[config.mk]
export PLATFORM = sky130hd
export DESIGN_NAME = irq_tree_aggr
export DESIGN_NICKNAME = d
export VERILOG_FILES = /design/src/rtl/irq_tree_pkg.sv /design/src/rtl/irq_tree_sync.sv /design/src/rtl/irq_tree_line.sv /design/src/rtl/irq_tree_aggr.sv
export SDC_FILE = /design/constraint.sdc
export NUM_CORES = 2
export LEC_CHECK = 0
export ABC_AREA = 1
export BUFFER_PORTS_ARGS = -buffer_cell sky130_fd_sc_hd__buf_2
export CAP_MARGIN = 20
export CORE_MARGIN = 2
export CORE_UTILIZATION = 30
export DETAILED_ROUTE_END_ITERATION = 6
export SLEW_MARGIN = 10
export SYNTH_ARGS = -nofsm -noshare
export SYNTH_HDL_FRONTEND = slang
export SYNTH_SLANG_ARGS = --single-unit
[constraint.sdc]
create_clock -name clk -period 4.35 [get_ports clk]
set_input_delay 0.6525 -clock clk [delete_from_list [all_inputs] [get_ports clk]]
set_output_delay 0.6525 -clock clk [all_outputs]
set_load 0.01 [all_outputs]
[src/rtl/irq_tree_pkg.sv]
package irq_tree_pkg;
   // Fixed geometry of the register layout
   localparam int LINES_PER_BLK  = 8;
   localparam int BLKS_PER_MSTR  = 8;
   localparam int WIN_MASTERS    = 4;

   // Offsets inside the window
   localparam logic [3:0] OFS_ROOT  = 4'd0;
   localparam logic [3:0] OFS_SEL   = 4'd5;
   localparam logic [3:0] OFS_LATCH = 4'd6;
   localparam logic [3:0] OFS_CFG   = 4'd7;
   localparam logic [3:0] OFS_LIVE  = 4'd8;
   localparam logic [9:0] WIN_LAST  = 10'd8;

   // Fields of the packed configuration byte
   localparam int CFG_LEVEL   = 0;
   localparam int CFG_MASK_LO = 1;
   localparam int CFG_MASK_HI = 2;
   localparam int CFG_CLR     = 3;
   localparam int CFG_SEL_LSB = 4;
   localparam int CFG_COMMIT  = 7;

   typedef struct packed {
      logic level;
      logic mask_lo;
      logic mask_hi;
   } line_cfg_t;

   localparam line_cfg_t CFG_RESET = '{level: 1'b0, mask_lo: 1'b1, mask_hi: 1'b1};
endpackage

[src/rtl/irq_tree_sync.sv]
module irq_tree_sync #(
   parameter int WIDTH  = 8,
   parameter int STAGES = 2
) (
   input  logic             clk,
   input  logic             rst_n,
   input  logic [WIDTH-1:0] d,
   output logic [WIDTH-1:0] q
);
   logic [WIDTH-1:0] stg [STAGES];

   always_ff @(posedge clk or negedge rst_n) begin
      if (!rst_n) begin
         for (int s = 0; s < STAGES; s++) stg[s] <= '0;
      end else begin
         stg[0] <= d;
         for (int s = 1; s < STAGES; s++) stg[s] <= stg[s-1];
      end
   end

   assign q = stg[STAGES-1];
endmodule

[src/rtl/irq_tree_line.sv]
module irq_tree_line
   import irq_tree_pkg::*;
(
   input  logic      clk,
   input  logic      rst_n,
   input  logic      lvl,
   input  logic      cfg_we,
   input  line_cfg_t cfg_d,
   input  logic      clr,
   output logic      lat,
   output logic      armed
);
   line_cfg_t cfg_q;
   logic      prev_q;
   logic      hit;

   always_comb begin
      if (cfg_q.level)
         hit = (lvl && !cfg_q.mask_hi) || (!lvl && !cfg_q.mask_lo);
      else
         hit = (lvl && !prev_q && !cfg_q.mask_hi) || (!lvl && prev_q && !cfg_q.mask_lo);
   end

   always_ff @(posedge clk or negedge rst_n) begin
      if (!rst_n) begin
         cfg_q  <= CFG_RESET;
         prev_q <= 1'b0;
         lat    <= 1'b0;
      end else begin
         prev_q <= lvl;
         if (cfg_we) cfg_q <= cfg_d;
         if (clr)      lat <= 1'b0;
         else if (hit) lat <= 1'b1;
      end
   end

   assign armed = !(cfg_q.mask_hi && cfg_q.mask_lo);
endmodule

[src/rtl/irq_tree_aggr.sv]
module irq_tree_aggr
   import irq_tree_pkg::*;
#(
   parameter int         NUM_LINES   = 256,
   parameter logic [9:0] BASE_ADDR   = 10'h1BB,
   parameter int         SYNC_STAGES = 2
) (
   input  logic                 clk,
   input  logic                 rst_n,
   input  logic [NUM_LINES-1:0] irq_in,
   input  logic [9:0]           bus_addr,
   input  logic                 bus_wen,
   input  logic [7:0]           bus_wdata,
   output logic [7:0]           bus_rdata,
   output logic                 irq_out
);
   localparam int NUM_BLOCKS  = NUM_LINES / LINES_PER_BLK;
   localparam int NUM_MASTERS = (NUM_BLOCKS + BLKS_PER_MSTR - 1) / BLKS_PER_MSTR;
   localparam int PEND_BITS   = WIN_MASTERS * BLKS_PER_MSTR;
   localparam int SEL_W       = $clog2(NUM_BLOCKS);

   // Elaboration-time parameter checks
   if (NUM_LINES % LINES_PER_BLK != 0) begin : g_chk_mult
      $error("NUM_LINES must be a multiple of 8");
   end
   if (NUM_BLOCKS < 2 || NUM_MASTERS > WIN_MASTERS) begin : g_chk_range
      $error("NUM_LINES must lie between 16 and 256");
   end
   if (SYNC_STAGES < 2) begin : g_chk_sync
      $error("SYNC_STAGES must be at least 2");
   end
   if (32'(BASE_ADDR) + 8 > 1023) begin : g_chk_base
      $error("register window exceeds address space");
   end

   logic [NUM_LINES-1:0] lvl, lat, armed;
   logic [7:0]           blk_sel;
   logic [9:0]           ofs;
   logic                 in_win, wr_sel, wr_cfg, sel_ok;
   logic [SEL_W-1:0]     sel_idx;
   line_cfg_t            cfg_d;
   logic [7:0]           blk_lat  [NUM_BLOCKS];
   logic [7:0]           blk_live [NUM_BLOCKS];
   logic [PEND_BITS-1:0] blk_pend;
   logic [7:0]           mst_reg  [WIN_MASTERS];
   logic [WIN_MASTERS-1:0] mst_any;
   logic [1:0]           mst_idx;
   logic [7:0]           root;

   irq_tree_sync #(.WIDTH(NUM_LINES), .STAGES(SYNC_STAGES)) u_sync (
      .clk(clk), .rst_n(rst_n), .d(irq_in), .q(lvl)
   );

   // Address decode
   assign ofs     = bus_addr - BASE_ADDR;
   assign in_win  = (bus_addr >= BASE_ADDR) && (ofs <= WIN_LAST);
   assign wr_sel  = bus_wen && in_win && (ofs[3:0] == OFS_SEL);
   assign wr_cfg  = bus_wen && in_win && (ofs[3:0] == OFS_CFG) && bus_wdata[CFG_COMMIT];
   assign sel_ok  = (32'(blk_sel) < NUM_BLOCKS);
   assign sel_idx = blk_sel[SEL_W-1:0];
   assign cfg_d   = '{level:   bus_wdata[CFG_LEVEL],
                      mask_lo: bus_wdata[CFG_MASK_LO],
                      mask_hi: bus_wdata[CFG_MASK_HI]};

   always_ff @(posedge clk or negedge rst_n) begin
      if (!rst_n)      blk_sel <= '0;
      else if (wr_sel) blk_sel <= bus_wdata;
   end

   // Line cells
   for (genvar i = 0; i < NUM_LINES; i++) begin : g_line
      localparam int LBLK = i / LINES_PER_BLK;
      localparam int LBIT = i % LINES_PER_BLK;
      logic hit_we;
      assign hit_we = wr_cfg && sel_ok && (blk_sel == 8'(LBLK)) &&
                      (bus_wdata[CFG_SEL_LSB +: 3] == 3'(LBIT));
      irq_tree_line u_line (
         .clk(clk), .rst_n(rst_n), .lvl(lvl[i]),
         .cfg_we(hit_we), .cfg_d(cfg_d),
         .clr(hit_we && bus_wdata[CFG_CLR]),
         .lat(lat[i]), .armed(armed[i])
      );
   end

   // Block level, padded out to the full master window
   for (genvar b = 0; b < PEND_BITS; b++) begin : g_blk
      if (b < NUM_BLOCKS) begin : g_real
         assign blk_lat[b]  = lat[b*LINES_PER_BLK +: LINES_PER_BLK];
         assign blk_live[b] = lvl[b*LINES_PER_BLK +: LINES_PER_BLK];
         assign blk_pend[b] = |(lat[b*LINES_PER_BLK +: LINES_PER_BLK] &
                                armed[b*LINES_PER_BLK +: LINES_PER_BLK]);
      end else begin : g_pad
         assign blk_pend[b] = 1'b0;
      end
   end

   // Master and root level
   for (genvar m = 0; m < WIN_MASTERS; m++) begin : g_mst
      assign mst_reg[m] = blk_pend[m*BLKS_PER_MSTR +: BLKS_PER_MSTR];
      assign mst_any[m] = |mst_reg[m];
   end

   assign root    = {3'b000, mst_any, 1'b0};
   assign irq_out = |mst_any;
   assign mst_idx = ofs[1:0] - 2'd1;

   // Read mux
   always_comb begin
      bus_rdata = '0;
      if (in_win) begin
         case (ofs[3:0])
            OFS_ROOT:                bus_rdata = root;
            4'd1, 4'd2, 4'd3, 4'd4:  bus_rdata = mst_reg[mst_idx];
            OFS_SEL:                 bus_rdata = blk_sel;
            OFS_LATCH:               bus_rdata = sel_ok ? blk_lat[sel_idx]  : '0;
            OFS_LIVE:                bus_rdata = sel_ok ? blk_live[sel_idx] : '0;
            default:                 bus_rdata = '0;
         endcase
      end
   end
endmodule

==> results.ini <==
[drt]
postRouteAntennaNets=0
vias_per_cell=4.68
totalWireLength_um=263000
drc=0
post_drt_wl_per_cell_um=20.0
via_count=61700
drt_iter0_markers=6629
drtPass1Iterations=6

[placed_design]
dp_hpwl_um=179000
port_buffers=285
place.gp.congestion=1.02

[sta]
setup_violations=0
min_period_over_period_pct=99.1
finClkSkew_ns=0.0499
max_slew_margin_pct=31.1
finalHoldViolations=0
fmax_mhz=232
fin_hold_ws_ns=0.134
rsz0062_at_grt=false
period_needed_ns=4.31
slew_violations=0
worstMarginPinSlew_ns=1.03

[power_and_ir_drop]
powerDensity_nw_per_um2=395
vdd_drop_max_mv=0.381
leakagePower_nw=46.3

[clock_network]
ctsHtreeMaxLevel=4
clockBufferDepth=3
cts.clk_slew.worst_paths_ns=0.07
tritoncts=done
clkLatencyLatePin_ns=0.87
cts_buffers=194
cts.sinks=1800
cts_root_buffer=clkbuf_16

[global_route]
grt_pass1_vias=58500
grt.total_usage_pct=20.0
antenna_found_initial=19
overflow=0
grt_max_degree=153
grt_pass1_wl_um=387000

[logic_synthesis]
syn_nets=9279
synth_compound_area_share_pct=14.3
yosys.area_share.adder_pct=0
ys_ff_latch=1800
ys_warn_count=0
synth_area_um2=76600
synth_mux_area_share_pct=0
synth_most_common_cell=nand2_1
netlist-cell-type-count=31
synth_common_cells=nand2_1 (2,269), inv_1 (1,849), dfrtp_1 (1,288), o21ai_0 (847), o21ai_1 (787)
synth_enable_flop_cells=0
synth-xor-area-share_pct=0.0114
postSynthAreaPerCell_um2=8.51
synth_top_family_by_area=simple AND/OR/NAND/NOR gates
yosysTopAreaCellShare_pct=42.1
synth_largest_area_cell=dfrtp_1
seq_area_frac_synth_pct=59.7
synthSimpleGateAreaFrac_pct=15.6
synthCells=9002
ys_top_cells_by_area=dfrtp_1 (42%), dfstp_2 (18%), nand2_1 (11%)
async_flop_share_pct=100
ys.flop_type=dfrtp_1

[setup_path]
cp-start-kind=flip-flop
worstPathArrival_ns=3.66
path_class=reg2out
cp.required_ns=3.70
critPathMaxFanout=3
end_kind=output port

[layout]
regArea_um2=45700
multiInputGateArea_um2=23000
area_growth_syn_to_layout_pct=20.4
final_nets=9903
fillerInstances=25800
finish.utilization_pct=36.3
drive_gt1_share_pct=13.9

[run]
maxCapViolCount=0

[floorplan]
die_w_um=509
start_util_pct=30.2
dieArea_um2=259000
core_um2=254000
die_y_um=509
fp-row-count=185
pin_count=286

[min_path]
hold_class=in2reg

[outcome]
outcome=finished clean

-- cell families after synthesis --
family          after synthesis
compound gates             2168
xor+xnor                      1
buf+inv                    2103
flops                      1800
simple gates               2930
-- where the power goes --
part | leakage (nW) | internal [mW] | total [mW] | switching [mW]
clock network | 3.25 | 10.2 | 17.3 | 7.18
registers | 20.3 | 17.1 | 17.6 | 0.432
logic | 22.8 | 0.424 | 1.53 | 1.10
total | 46.3 | 27.7 | 36.4 | 8.71
-- registers in the layout, indices dropped and copies added (netlist names) --
name and flops:
g_line.u_line.prev_q 256, g_line.u_line.lat 256, u_sync.stg 256, g_line.u_line.cfg_q 768, blk_sel 8, u_sync.q 256
-- critical path, cell delays in order (launching register included) --
cell and delay (ns):
dfstp_2 0.55, nand2_1 0.06, nand2_1 0.05, nand2_1 0.05
nor2_1 0.39, nand2_1 0.45, nor2_1 0.23, nand2_1 0.07
nor2_1 0.29, nand4_1 0.41, buf_2 0.28
-- area by class of cell --
cell class / instances / area share [%]
clock buffers: 285 / 6.07
multi-input cells: 5099 / 25.0
inverters: 1857 / 7.58
diodes: 21 / 0.0570
well taps: 3366 / 4.57
repair buffers: 674 / 6.01
flip-flops and latches: 1800 / 49.6
clock inverters: 77 / 1.20
-- worst paths after layout --
path | startpoint | end | slack [ns] | cells after the start
max | g_line[198].u_line.cfg_q[0] | irq_out | 0.04 | 10
min | bus_wdata[7] | blk_sel[7] | 0.13 | 3
max reg2reg | blk_sel[5] | g_line[196].u_line.cfg_q[2] | 0.98 | 8
min reg2reg | u_sync.stg[471] | u_sync.q[215] | 0.32 | 0
max in group asynchronous | rst_n | g_line[78].u_line.prev_q | 2.62 | 4
min in group asynchronous | rst_n | g_line[223].u_line.prev_q | 0.38 | 2
-- routing by layer --
layer	part of all wire, %	track usage (%)	vias up
li1	-	-	29200
met1	44	28.3	29500
met2	42	29.1	2466
met3	7.7	3.31	571
met4	5.8	10.8	0
met5	0	0	-
-- cells in the final DEF, fill, tap and decap left out, drive strengths merged --
master       count
o31ai           13
o21a             1
clkinv          41
inv           1861
buf            412
o311ai           1
nor4             2
nand4           28
nor3            19
nand3          302
clkinvlp        12
nor2           306
bufinv          20
nand2         2270
a21oi          479
diode           21
dlygate4sd3    257
xor2             1
a31oi           37
o21ai         1634
dfrtp         1288
dfstp          512
o211ai           3
clkbuf         290
nand3b           3
-- stage by stage --
stage               instance area [um^2]  cells  setup TNS [ns]  setup slack (ns)  power [mW]
finish                             92200  13200               0            0.0409        36.4
global route                       92200  13200               0           0.00175        37.6
CTS                                92000  13200         -0.0357           -0.0290        36.8
detailed placement                 82700  12500               0             0.518        19.2
global placement                   82700  12500               0             0.496        19.2
floorplan                          76600   9002               0              1.76        18.0
-- what timing repair did --
| action | in CTS | in global routing |
|---|---|---|
| hold buffers | 257 | 0 |
| gates resized for setup | 10 | 11 |
| cloned | 0 | 2 |
| setup endpoints to repair | 6 | 7 |
| pin swaps | 0 | 1 |
| hold endpoints to repair | 291 | 0 |
| setup buffers | 0 | 4 |
(Power assumes the default switching activity.)
